File: src/rtl/uart_tx_core.sv
module uart_tx_core #(
  parameter int TICKS_PER_BIT = 16
) (
  input  logic       clk,
  input  logic       rst_n,
  input  logic       tick,
  input  logic       load,
  input  logic [7:0] din,
  input  logic [1:0] len_sel,
  input  logic       par_en,
  input  logic       par_odd,
  input  logic       stop_sel,
  input  logic       brk,
  output logic       txd,
  output logic       ready
);
  localparam int CW = $clog2(2 * TICKS_PER_BIT);
  localparam logic [CW-1:0] LAST_ONE  = CW'(TICKS_PER_BIT - 1);
  localparam logic [CW-1:0] LAST_HALF = CW'(TICKS_PER_BIT + TICKS_PER_BIT / 2 - 1);
  localparam logic [CW-1:0] LAST_TWO  = CW'(2 * TICKS_PER_BIT - 1);

  typedef enum logic [2:0] {S_IDLE, S_START, S_DATA, S_PAR, S_STOP} st_t;

  st_t           st;
  logic [CW-1:0] cnt;
  logic [2:0]    idx;
  logic [7:0]    sh;
  logic [1:0]    len_q;
  logic          par_en_q, par_bit_q, stop_q;
  logic          line;
  logic [CW-1:0] last_cnt;

  wire [7:0] mask     = 8'hFF >> (2'd3 - len_sel);
  wire       last_bit = idx == ({1'b0, len_q} + 3'd4);
  wire       at_end   = cnt == last_cnt;

  always_comb begin
    if (st == S_STOP && stop_q) last_cnt = (len_q == 2'd0) ? LAST_HALF : LAST_TWO;
    else                        last_cnt = LAST_ONE;
  end

  always_ff @(posedge clk or negedge rst_n) begin
    if (!rst_n) begin
      st        <= S_IDLE;
      cnt       <= '0;
      idx       <= '0;
      sh        <= '0;
      len_q     <= '0;
      par_en_q  <= 1'b0;
      par_bit_q <= 1'b0;
      stop_q    <= 1'b0;
    end else if (st == S_IDLE) begin
      if (load) begin
        st        <= S_START;
        cnt       <= '0;
        idx       <= '0;
        sh        <= din & mask;
        len_q     <= len_sel;
        par_en_q  <= par_en;
        par_bit_q <= ^(din & mask) ^ par_odd;
        stop_q    <= stop_sel;
      end
    end else if (tick) begin
      if (!at_end) cnt <= cnt + 1'b1;
      else begin
        cnt <= '0;
        case (st)
          S_START: st <= S_DATA;
          S_DATA: begin
            sh <= sh >> 1;
            if (last_bit) st <= par_en_q ? S_PAR : S_STOP;
            else          idx <= idx + 3'd1;
          end
          S_PAR:   st <= S_STOP;
          default: st <= S_IDLE;
        endcase
      end
    end
  end

  always_comb begin
    case (st)
      S_START: line = 1'b0;
      S_DATA:  line = sh[0];
      S_PAR:   line = par_bit_q;
      default: line = 1'b1;
    endcase
  end

  assign txd   = line & ~brk;
  assign ready = st == S_IDLE;

  AST_IDLE_HIGH: assert property (@(posedge clk) disable iff (!rst_n)
    ready && !brk |-> txd);
  AST_LOAD_STARTS: assert property (@(posedge clk) disable iff (!rst_n)
    ready && load |=> !ready && !line);
  AST_START_LOW: assert property (@(posedge clk) disable iff (!rst_n)
    st == S_START |-> !txd);
  AST_BRK_LOW: assert property (@(posedge clk) disable iff (!rst_n)
    brk |-> !txd);
  AST_BUSY_IGNORED: assert property (@(posedge clk) disable iff (!rst_n)
    !ready && load |=> $stable(len_q) && $stable(par_bit_q) && $stable(stop_q));
  AST_NO_TICK_HOLD: assert property (@(posedge clk) disable iff (!rst_n)
    !ready && !tick |=> $stable(cnt) && $stable(ready) && $stable(line));
endmodule

File: config.mk
export PLATFORM = sky130hd
export DESIGN_NAME = uart_tx_core
export DESIGN_NICKNAME = d
export VERILOG_FILES = /design/src/rtl/uart_tx_core.sv
export SDC_FILE = /design/constraint.sdc
export NUM_CORES = 1
export LEC_CHECK = 0
export ABC_AREA = 1
export BUFFER_PORTS_ARGS = -buffer_cell sky130_fd_sc_hd__buf_4
export CAP_MARGIN = 5
export CORE_MARGIN = 3
export CORE_UTILIZATION = 45
export CTS_BUF_LIST = sky130_fd_sc_hd__clkbuf_4 sky130_fd_sc_hd__clkbuf_8 sky130_fd_sc_hd__clkbuf_16
export CTS_CLUSTER_DIAMETER = 80
export DETAILED_ROUTE_END_ITERATION = 8
export PLACE_DENSITY = 0.72
export SYNTH_ARGS = -nofsm -noshare
export SYNTH_HDL_FRONTEND = slang
export SYNTH_SLANG_ARGS = --single-unit
File: constraint.sdc
create_clock -name clk -period 2.4 [get_ports clk]
set_clock_uncertainty 0.05 [all_clocks]
set_input_delay 0.12 -clock clk [delete_from_list [all_inputs] [get_ports clk]]
set_output_delay 0.12 -clock clk [all_outputs]
set_load 0.02 [all_outputs]
==> results of run 1 <==
[through the flow]
stage                     utilization  std cells  hold slack (ns)  setup slack [ns]
after floorplan                     -        221           -0.226             0.935
after global placement          0.539        280          -0.0151             0.695
after detailed placement        0.539        280          -0.0131             0.637
after CTS                       0.563        288           0.0414             0.624
after global routing            0.563        288           0.0435             0.466
final                           0.563        288           0.0551             0.640
[critical path: stages (launching register included)]
cell and delay [ns]:
dfrtp_1 0.47, nor2_4 0.21, nand2_4 0.16, inv_2 0.10
nand2_2 0.15, nand2_4 0.21, inv_1 0.11, nor2_1 0.15
nor2_1 0.06
[repair_timing]
| item | in CTS | in global routing |
|---|---|---|
| endpoints found under the hold margin | 27 | 0 |
| resized for setup | 0 | 0 |
| hold buffers | 4 | 0 |
[cell type report]
class | count | area [sq um] | area share
Clock buffer | 4 | 36.3 | 0.0203
Inverter | 23 | 86.3 | 0.0482
Multi-Input combinational cell | 170 | 830 | 0.463
Sequential cell | 24 | 601 | 0.335
Tap cell | 44 | 55.1 | 0.0307
Timing Repair Buffer | 23 | 183 | 0.102
[routing by layer]
metal / vias up / track usage / part of all wire
met5: - / 0 / 0
met4: 0 / 0.0633 / 0.012
met3: 4 / 0.0243 / 0.035
met2: 18 / 0.265 / 0.47
met1: 603 / 0.211 / 0.48
li1: 766 / - / -
[power groups by stage]
stage / logic [uW] / registers, uW / clock network, uW
6_report: 783 / 650 / 209
5_1_grt: 900 / 671 / 240
4_1_cts: 792 / 648 / 221
3_5_place_dp: 787 / 656 / 0
3_3_place_gp: 775 / 654 / 0
2_1_floorplan: 662 / 631 / 0
[logic make-up after synthesis]
| family | after synthesis | share of synthesized area |
|---|---|---|
| simple gates | 148 | 0.440 |
| xor+xnor | 5 | 0.0283 |
| buf+inv | 27 | 0.0775 |
| fa+ha+maj | 2 | 0.0161 |
| compound gates | 15 | 0.0509 |
| flops | 24 | 0.387 |
[registers in the layout (all words and copies together) (netlist names)]
signal	count
par_bit_q	1
len_q	2
cnt	5
par_en_q	1
idx	3
sh	8
stop_q	1
st	3
[placed cells by master (no fill, tap or decap)]
master / count
nor2_1: 14
dfrtp_1: 24
xnor2_1: 2
o21ai_0: 12
nand2_1: 86
nand2_4: 3
nand3b_1: 1
nand3_4: 1
xor2_1: 3
nand3_1: 21
dlygate4sd3_1: 4
clkbuf_4: 3
a21oi_1: 1
nand4_1: 16
inv_2: 1
nor2_4: 1
inv_1: 22
a31oi_1: 1
ha_1: 2
or2_2: 2
nor2_2: 1
buf_4: 19
nand2_2: 2
o21a_1: 1
clkbuf_8: 1
[final timing paths]
kind / from / endpoint / slack (ns) / depth (start not counted)
max: st[0] / cnt[4] / 0.64 / 8
min: len_sel[0] / len_q[0] / 0.06 / 3
max reg2reg: st[0] / cnt[4] / 0.64 / 8
min reg2reg: sh[6] / sh[6] / 0.44 / 2
max in group asynchronous: rst_n / sh[6] / 1.90 / 2
min in group asynchronous: rst_n / cnt[0] / 0.17 / 2
==> qor.yml, run 1 <==
io_buffers: 19
end_kind: "flip-flop"
vias_per_cell: 4.83
synth_cell_type_count: 24
crit_fanout: 19
antenna_cells: 0
crit_type: "reg2reg"
cp_data_required_time_ns: 2.56
crit_path_start_kind: "flip-flop"
synth-seq-area-share: 0.387
fill_cells: 329
cts_root_buf: "clkbuf_4"
post_dp_cell_area_sq_um: 1710
htreeDepth: 1
core_area_sq_um: 3180
die_area_sq_um: 4190
grt_antenna_before_repair: 0
grt_max_degree: 25
power.share.sequential: 0.396
clkSlewWorstSetupHoldPaths_ns: 0.13
synth-edff-count: 0
nNetsFinal: 265
ant_nets: 0
drc: 0
syn_area_per_cell_sq_um: 7.01
totalWireLength_um: 3020
grt_use_total: 0.161
intPower_uw: 899
finalInstanceArea_sq_um: 1790
cts.path.max_buffers: 2
netSwitchingFraction: 0.453
row_count: 20
synth-seq-cells: 24
fin_crit_sh: 0.733
synth-async-reset-ratio: 1.00
cts_tree: "built"
final.setup.tns_ns: 0
first_iter_violations: 78
setup_viol: 0
post-route-min-period_ns: 1.76
syn_to_final_growth_pct: 15.5
synth_nets: 241
dr.pass1.iters: 4
initial_core_util: 0.488
clock_latency_ns: 0.31
synth_common_cells: "nand2_1, dfrtp_1, inv_1"
rsz0062_at_grt: "false"
cts.sinks: 24
max-cap-violations: 0
comb_power_share: 0.477
p_switching_uw: 743
synth_top_cell_by_area: "dfrtp_1"
yosysMostFrequentCell: "nand2_1"
power_uw: 1640
grt_pass1_vias: 1279
synth_top_area_frac: 0.387
hold_class: "in2reg"
power_density_nw_per_um2: 917
outcome: "completed"
max_freq_mhz: 568
synth-main-ff-cell: "dfrtp_1"
worstMarginPinSlew_ns: 0.604
gr-total-overflow: 0
synthesis.area_sq_um: 1550
ys_warn_count: 0
numCtsBuffers: 3
irDropWorstVdd_v: 0.000373
postCtsSetupBuffers: 0
drv_slew: 0
grt_pass1_wl_um: 5310
route.vias.total: 1391
p_clk_frac: 0.128
drive_above_1_share: 0.139
slew_headroom: 0.596
hold_viol: 0
arrival_ns: 1.92
syn_inst: 221
die_h_um: 64.7
wl_per_cell_um: 10.5
leakage_uw: 0.000967
die_x_um: 64.7
ioPinCount: 20
synth_area_leaders: "dfrtp_1, nand2_1, nand3_1, nand4_1, inv_1"
dp_hpwl_um: 2390
gp_congestion: 0.919
Note: power is estimated with default switching activity, not from simulation.
==> run 2, diff against run 1 <==
- clock period: 2.4 -> 1.7 ns (I/O delays scaled with it)
==> qor.yml, run 2 (synthesis gave the netlist of run 1 again) <==
row_count: 20  # unchanged
crit_type: "reg2reg"
die_area_sq_um: 4190  # unchanged
regMostFlops: "sh"
post_dp_cell_area_sq_um: 1750  # +2.2%
wl_per_cell_um: 11.0  # +4.4%
route.vias.total: 1467  # +5.5%
cts.sinks: 24  # unchanged
finalInstanceArea_sq_um: 1910  # +6.6%
core_area_sq_um: 3180  # unchanged
crit_slowest_cell: "dfrtp_2"
end_kind: "flip-flop"
slew_headroom: 0.792  # +0.196
grt_pass1_wl_um: 5530  # +4.0%
drc: 0  # unchanged
mostFrequentLayoutCell: "nand2_1"
power_uw: 2560  # +56%
largest_register_ffs: 8  # unchanged
max_freq_mhz: 630  # +11%
post-route-util: 0.600  # +0.0370
gp_congestion: 0.892  # -2.9%
ioPinCount: 20  # unchanged
hold_class: "in2reg"
numCtsBuffers: 3  # unchanged
clkSlewWorstSetupHoldPaths_ns: 0.14  # about the same
ant_nets: 0  # unchanged
irDropWorstVdd_v: 0.000663  # +78%
leakage_uw: 0.00103  # +6.3%
dp_hpwl_um: 2470  # +3.3%
cp_num_buf_inv: 1  # -1
grt_use_total: 0.166  # +0.00527
io_buffers: 19  # unchanged
drive_above_1_share: 0.202  # +0.0630
fin_crit_sh: 0.934  # +0.200
post-route-min-period_ns: 1.59  # -0.173 ns
intPower_uw: 1430  # +60%
first_iter_violations: 70  # -10%
initial_core_util: 0.488  # unchanged
dr.pass1.iters: 5  # +1
netSwitchingFraction: 0.440  # -0.0127
outcome: "completed"
cp_data_required_time_ns: 1.91  # -0.65 ns
layout_common_cells: "nand2_1, buf_4, dfrtp_1, inv_1, nand3_1"
setup_viol: 0  # unchanged
arrival_ns: 1.80  # -0.12 ns
cts.path.max_buffers: 2  # unchanged
clock_latency_ns: 0.31  # about the same
grt_antenna_before_repair: 0  # unchanged
p_clk_frac: 0.120  # -0.008
power_density_nw_per_um2: 1340  # +46%
drv_slew: 0  # unchanged
grt_max_degree: 25  # unchanged
antenna_cells: 0  # unchanged
vias_per_cell: 4.87  # +0.91%
cts_tree: "built"
reg.largest.list: "sh (8), cnt (5)"
power.share.sequential: 0.354  # -0.042
die_h_um: 64.7  # unchanged
cts_root_buf: "clkbuf_4"
htreeDepth: 1  # unchanged
hold_viol: 0  # unchanged
comb_power_share: 0.527  # +0.050
totalWireLength_um: 3300  # +9.1%
nNetsFinal: 278  # +4.9%
p_switching_uw: 1130  # +52%
max_stage_delay_ns: 0.46  # about the same
crit_fanout: 9  # -10
die_x_um: 64.7  # unchanged
worstPathCellList: "nor2_4 -> nand3_1 -> xor2_1 -> nand2_2 -> nand2_4 -> buf_4 -> nand4_1 -> nand2_1"
crit_family: "simple AND/OR/NAND/NOR gates"
worstMarginPinSlew_ns: 0.312  # -0.292 ns
syn_to_final_growth_pct: 23.1
crit_path_start_kind: "flip-flop"
max-cap-violations: 0  # unchanged
gr-total-overflow: 0  # unchanged
grt_pass1_vias: 1267  # -0.94%
[run 2: final timing paths]
kind,depth (start not counted),start,to,slack (ns)
setup / recovery,8,st[1],sh[2],0.11
setup reg to reg,8,st[1],sh[2],0.11
max in group asynchronous,2,rst_n,st[1],1.21
hold / removal,5,par_odd,par_bit_q,0.07
min in group asynchronous,2,rst_n,idx[2],0.14
hold reg to reg,2,sh[1],sh[1],0.44
[run 2: routing by layer]
metal  wire, um  global-route usage  up-vias
li1           -                   -      790
met1       1640               0.230      654
met2       1570               0.271       21
met3         77              0.0208        2
met4         13              0.0475        0
met5          0                   0        -
[run 2: area by class of cell]
type / count / area, sq um
Multi-Input combinational cell: 170 / 842
Clock buffer: 4 / 36.3
Tap cell: 44 / 55.1
Fill cell: 315 / 1270
Sequential cell: 24 / 603
Inverter: 23 / 86.3
Timing Repair Buffer: 36 / 285
[run 2: timing repair]
item / in CTS / in global routing
setup buffers: 0 / 6
hold buffers: 5 / 1
endpoints found under the hold margin: 29 / 1
setup endpoints to repair: 0 / 17
gates resized for setup: 0 / 8
[run 2: worst min-delay path, stage by stage]
cell     delay (ns)
buf_4          0.08
nand3_1        0.07
nand2_1        0.08
nand2_1        0.05
nand2_1        0.05
[run 2: through the flow]
stage / instances / setup WS, ns / setup TNS, ns / hold slack, ns
2_1_floorplan: 221 / 0.235 / 0 / -0.261
3_3_place_gp: 285 / 0.149 / 0 / -0.0470
3_5_place_dp: 285 / 0.127 / 0 / -0.0471
4_1_cts: 294 / 0.0111 / 0 / 0.00160
5_1_grt: 301 / -0.00676 / -0.0121 / 0.0711
6_report: 301 / 0.113 / 0 / 0.0655
[run 2: power by group through the flow]
stage | sequential [uW] | clock [uW] | combinational (uW)
2_1_floorplan | 890 | 0 | 935
6_report | 906 | 306 | 1350
3_5_place_dp | 914 | 0 | 1200
5_1_grt | 933 | 349 | 1530
3_3_place_gp | 916 | 0 | 1190
4_1_cts | 904 | 320 | 1210
==> run 3, diff against run 2 <==
- REMOVE_ABC_BUFFERS: not set -> 1
- TNS_END_PERCENT: not set -> 5
==> qor.yml, run 3 (synthesis gave the netlist of run 1 again) <==
outcome: "completed"
p_switching_uw: 1180  # +5.0%
die_area_sq_um: 4190  # unchanged
nNetsFinal: 279  # +0.36%
intPower_uw: 1460  # +1.5%
reg.largest.list: "sh (8), cnt (5)"
ioPinCount: 20  # unchanged
use_met1: 0.236  # +0.00531
crit_family: "flip-flops"
die_h_um: 64.7  # unchanged
totalWireLength_um: 3450  # +4.7%
drv_slew: 0  # unchanged
irDropWorstVdd_v: 0.000558  # -16%
first_iter_violations: 70  # unchanged
max_freq_mhz: 619  # -1.8%
arrival_ns: 1.48  # -0.32 ns
grt_use_total: 0.182  # +0.0156
busiest_layer: "met2"
regMostFlops: "sh"
final.setup.tns_ns: 0  # unchanged
max_stage_delay_ns: 0.47  # about the same
cts_tree: "built"
gr-total-overflow: 0  # unchanged
worst-path-stages: 5  # -3
end_kind: "primary output"
final_cell_count_no_fill: 302  # +0.33%
drc: 0  # unchanged
dp.cells: 283  # -0.70%
htreeDepth: 1  # unchanged
cp_data_required_time_ns: 1.56  # -0.35 ns
whs_path_depth: 5  # unchanged
clock_latency_ns: 0.32  # about the same
cts.path.max_buffers: 2  # unchanged
grt_pass1_wl_um: 5980  # +8.1%
row_count: 20  # unchanged
cts.sinks: 24  # unchanged
vias_per_cell: 4.89  # +0.28%
rsz0062_at_grt: "true"
max-cap-violations: 0  # unchanged
power_density_nw_per_um2: 1360  # +1.3%
cts_root_buf: "clkbuf_4"
numCtsBuffers: 3  # unchanged
route.vias.total: 1476  # +0.61%
fill_cells: 288  # -8.6%
clkSlewWorstSetupHoldPaths_ns: 0.13  # about the same
mostFrequentLayoutCell: "nand2_1"
dp_hpwl_um: 2500  # +1.3%
grt_pass1_vias: 1374  # +8.4%
power_uw: 2640  # +3.1%
crit_slowest_cell: "dfrtp_2"
setup_viol: 0  # unchanged
rr_worst_depth: 7  # -1
crit_path_start_kind: "flip-flop"
gp_congestion: 0.822  # -7.9%
hold_class: "in2reg"
initial_core_util: 0.488  # unchanged
dr.pass1.iters: 4  # -1
crit_type: "reg2out"
hold_viol: 0  # unchanged
layout_common_cells: "nand2_1, buf_4, dfrtp_1, inv_1, nand3_1"
grt_antenna_before_repair: 0  # unchanged
io_buffers: 19  # unchanged
cp_num_buf_inv: 2  # +1
worstPathCellList: "nor2_4 -> buf_4 -> nor2_1 -> a31oi_1 -> buf_4"
core_area_sq_um: 3180  # unchanged
crit_fanout: 5  # -4
leakage_uw: 0.00103  # +0.46%
slew_headroom: 0.794  # +0.00179
crit_path_start: "st[1]"
power.share.sequential: 0.352  # -0.002
grtUsageMet3: 0.0208  # unchanged
antenna_cells: 0  # unchanged
netSwitchingFraction: 0.448  # +0.00843
met2_usage: 0.308  # +0.0374
drive_above_1_share: 0.221  # +0.0186
min_from: "par_odd"
largest_register_ffs: 8  # unchanged
r2r-start: "st[1]"
worstMarginPinSlew_ns: 0.309  # -0.00268 ns
post-route-min-period_ns: 1.62  # +0.0294 ns
p_clk_frac: 0.114  # -0.006
wl_per_cell_um: 11.4  # +4.3%
grt_max_degree: 25  # unchanged
hold_ws_ns: 0.0797  # +0.0142 ns
path_common_cell: "buf_4"
comb_power_share: 0.534  # +0.007
die_x_um: 64.7  # unchanged
post-place-ws_ns: 0.0701  # -0.0573 ns
fin_crit_sh: 0.951  # +0.0173
syn_to_final_growth_pct: 25.3
ant_nets: 0  # unchanged
worst_slack_ns: 0.0833  # -0.0294 ns
run 3: metal layers:
metal | vias to the layer above | wire (um) | part of all wire
met5 | - | 0 | 0
met4 | 0 | 62 | 0.018
met3 | 6 | 117 | 0.034
met2 | 32 | 1690 | 0.49
met1 | 650 | 1590 | 0.46
li1 | 788 | - | -
run 3: what timing repair did:
item,in CTS,in global routing
setup buffers,0,9
hold buffers,6,0
endpoints found under the setup margin,0,18
endpoints found under the hold margin,30,0
gates resized for setup,0,13
run 3: area by class of cell:
type | instances | area [sq um] | share of cell area
Inverter | 23 | 86.3 | 0.0445
Sequential cell | 24 | 604 | 0.311
Multi-Input combinational cell | 170 | 867 | 0.447
Clock buffer | 4 | 36.3 | 0.0187
Timing Repair Buffer | 37 | 293 | 0.151
Tap cell | 44 | 55.1 | 0.0284
run 3: final timing paths:
path                            slack [ns]   endpoint
worst max-delay path                  0.08        txd
worst min-delay path                  0.08  par_bit_q
worst max register to register        0.09     cnt[3]
worst min register to register        0.44      sh[7]
max in group asynchronous             1.22      st[0]
min in group asynchronous             0.13     cnt[2]
run 3: worst min-delay path, cell delays in order:
cell and delay (ns):
buf_4 0.08, nand3_1 0.07, nand2_1 0.08, nand2_1 0.05, nand2_1 0.06
run 3: metrics by stage:
| step | area [sq um] | util |
|---|---|---|
| global route | 1940 | 0.611 |
| floorplan | 1520 | - |
| CTS | 1830 | 0.577 |
| global placement | 1740 | 0.546 |
| finish | 1940 | 0.611 |
| detailed placement | 1740 | 0.546 |
run 3: power groups by stage:
stage	Combinational (uW)	Clock [uW]	Sequential, uW
after floorplan	852	0	890
after global placement	1160	0	938
after detailed placement	1170	0	938
after CTS	1200	312	929
after global routing	1610	340	955
final	1410	301	929
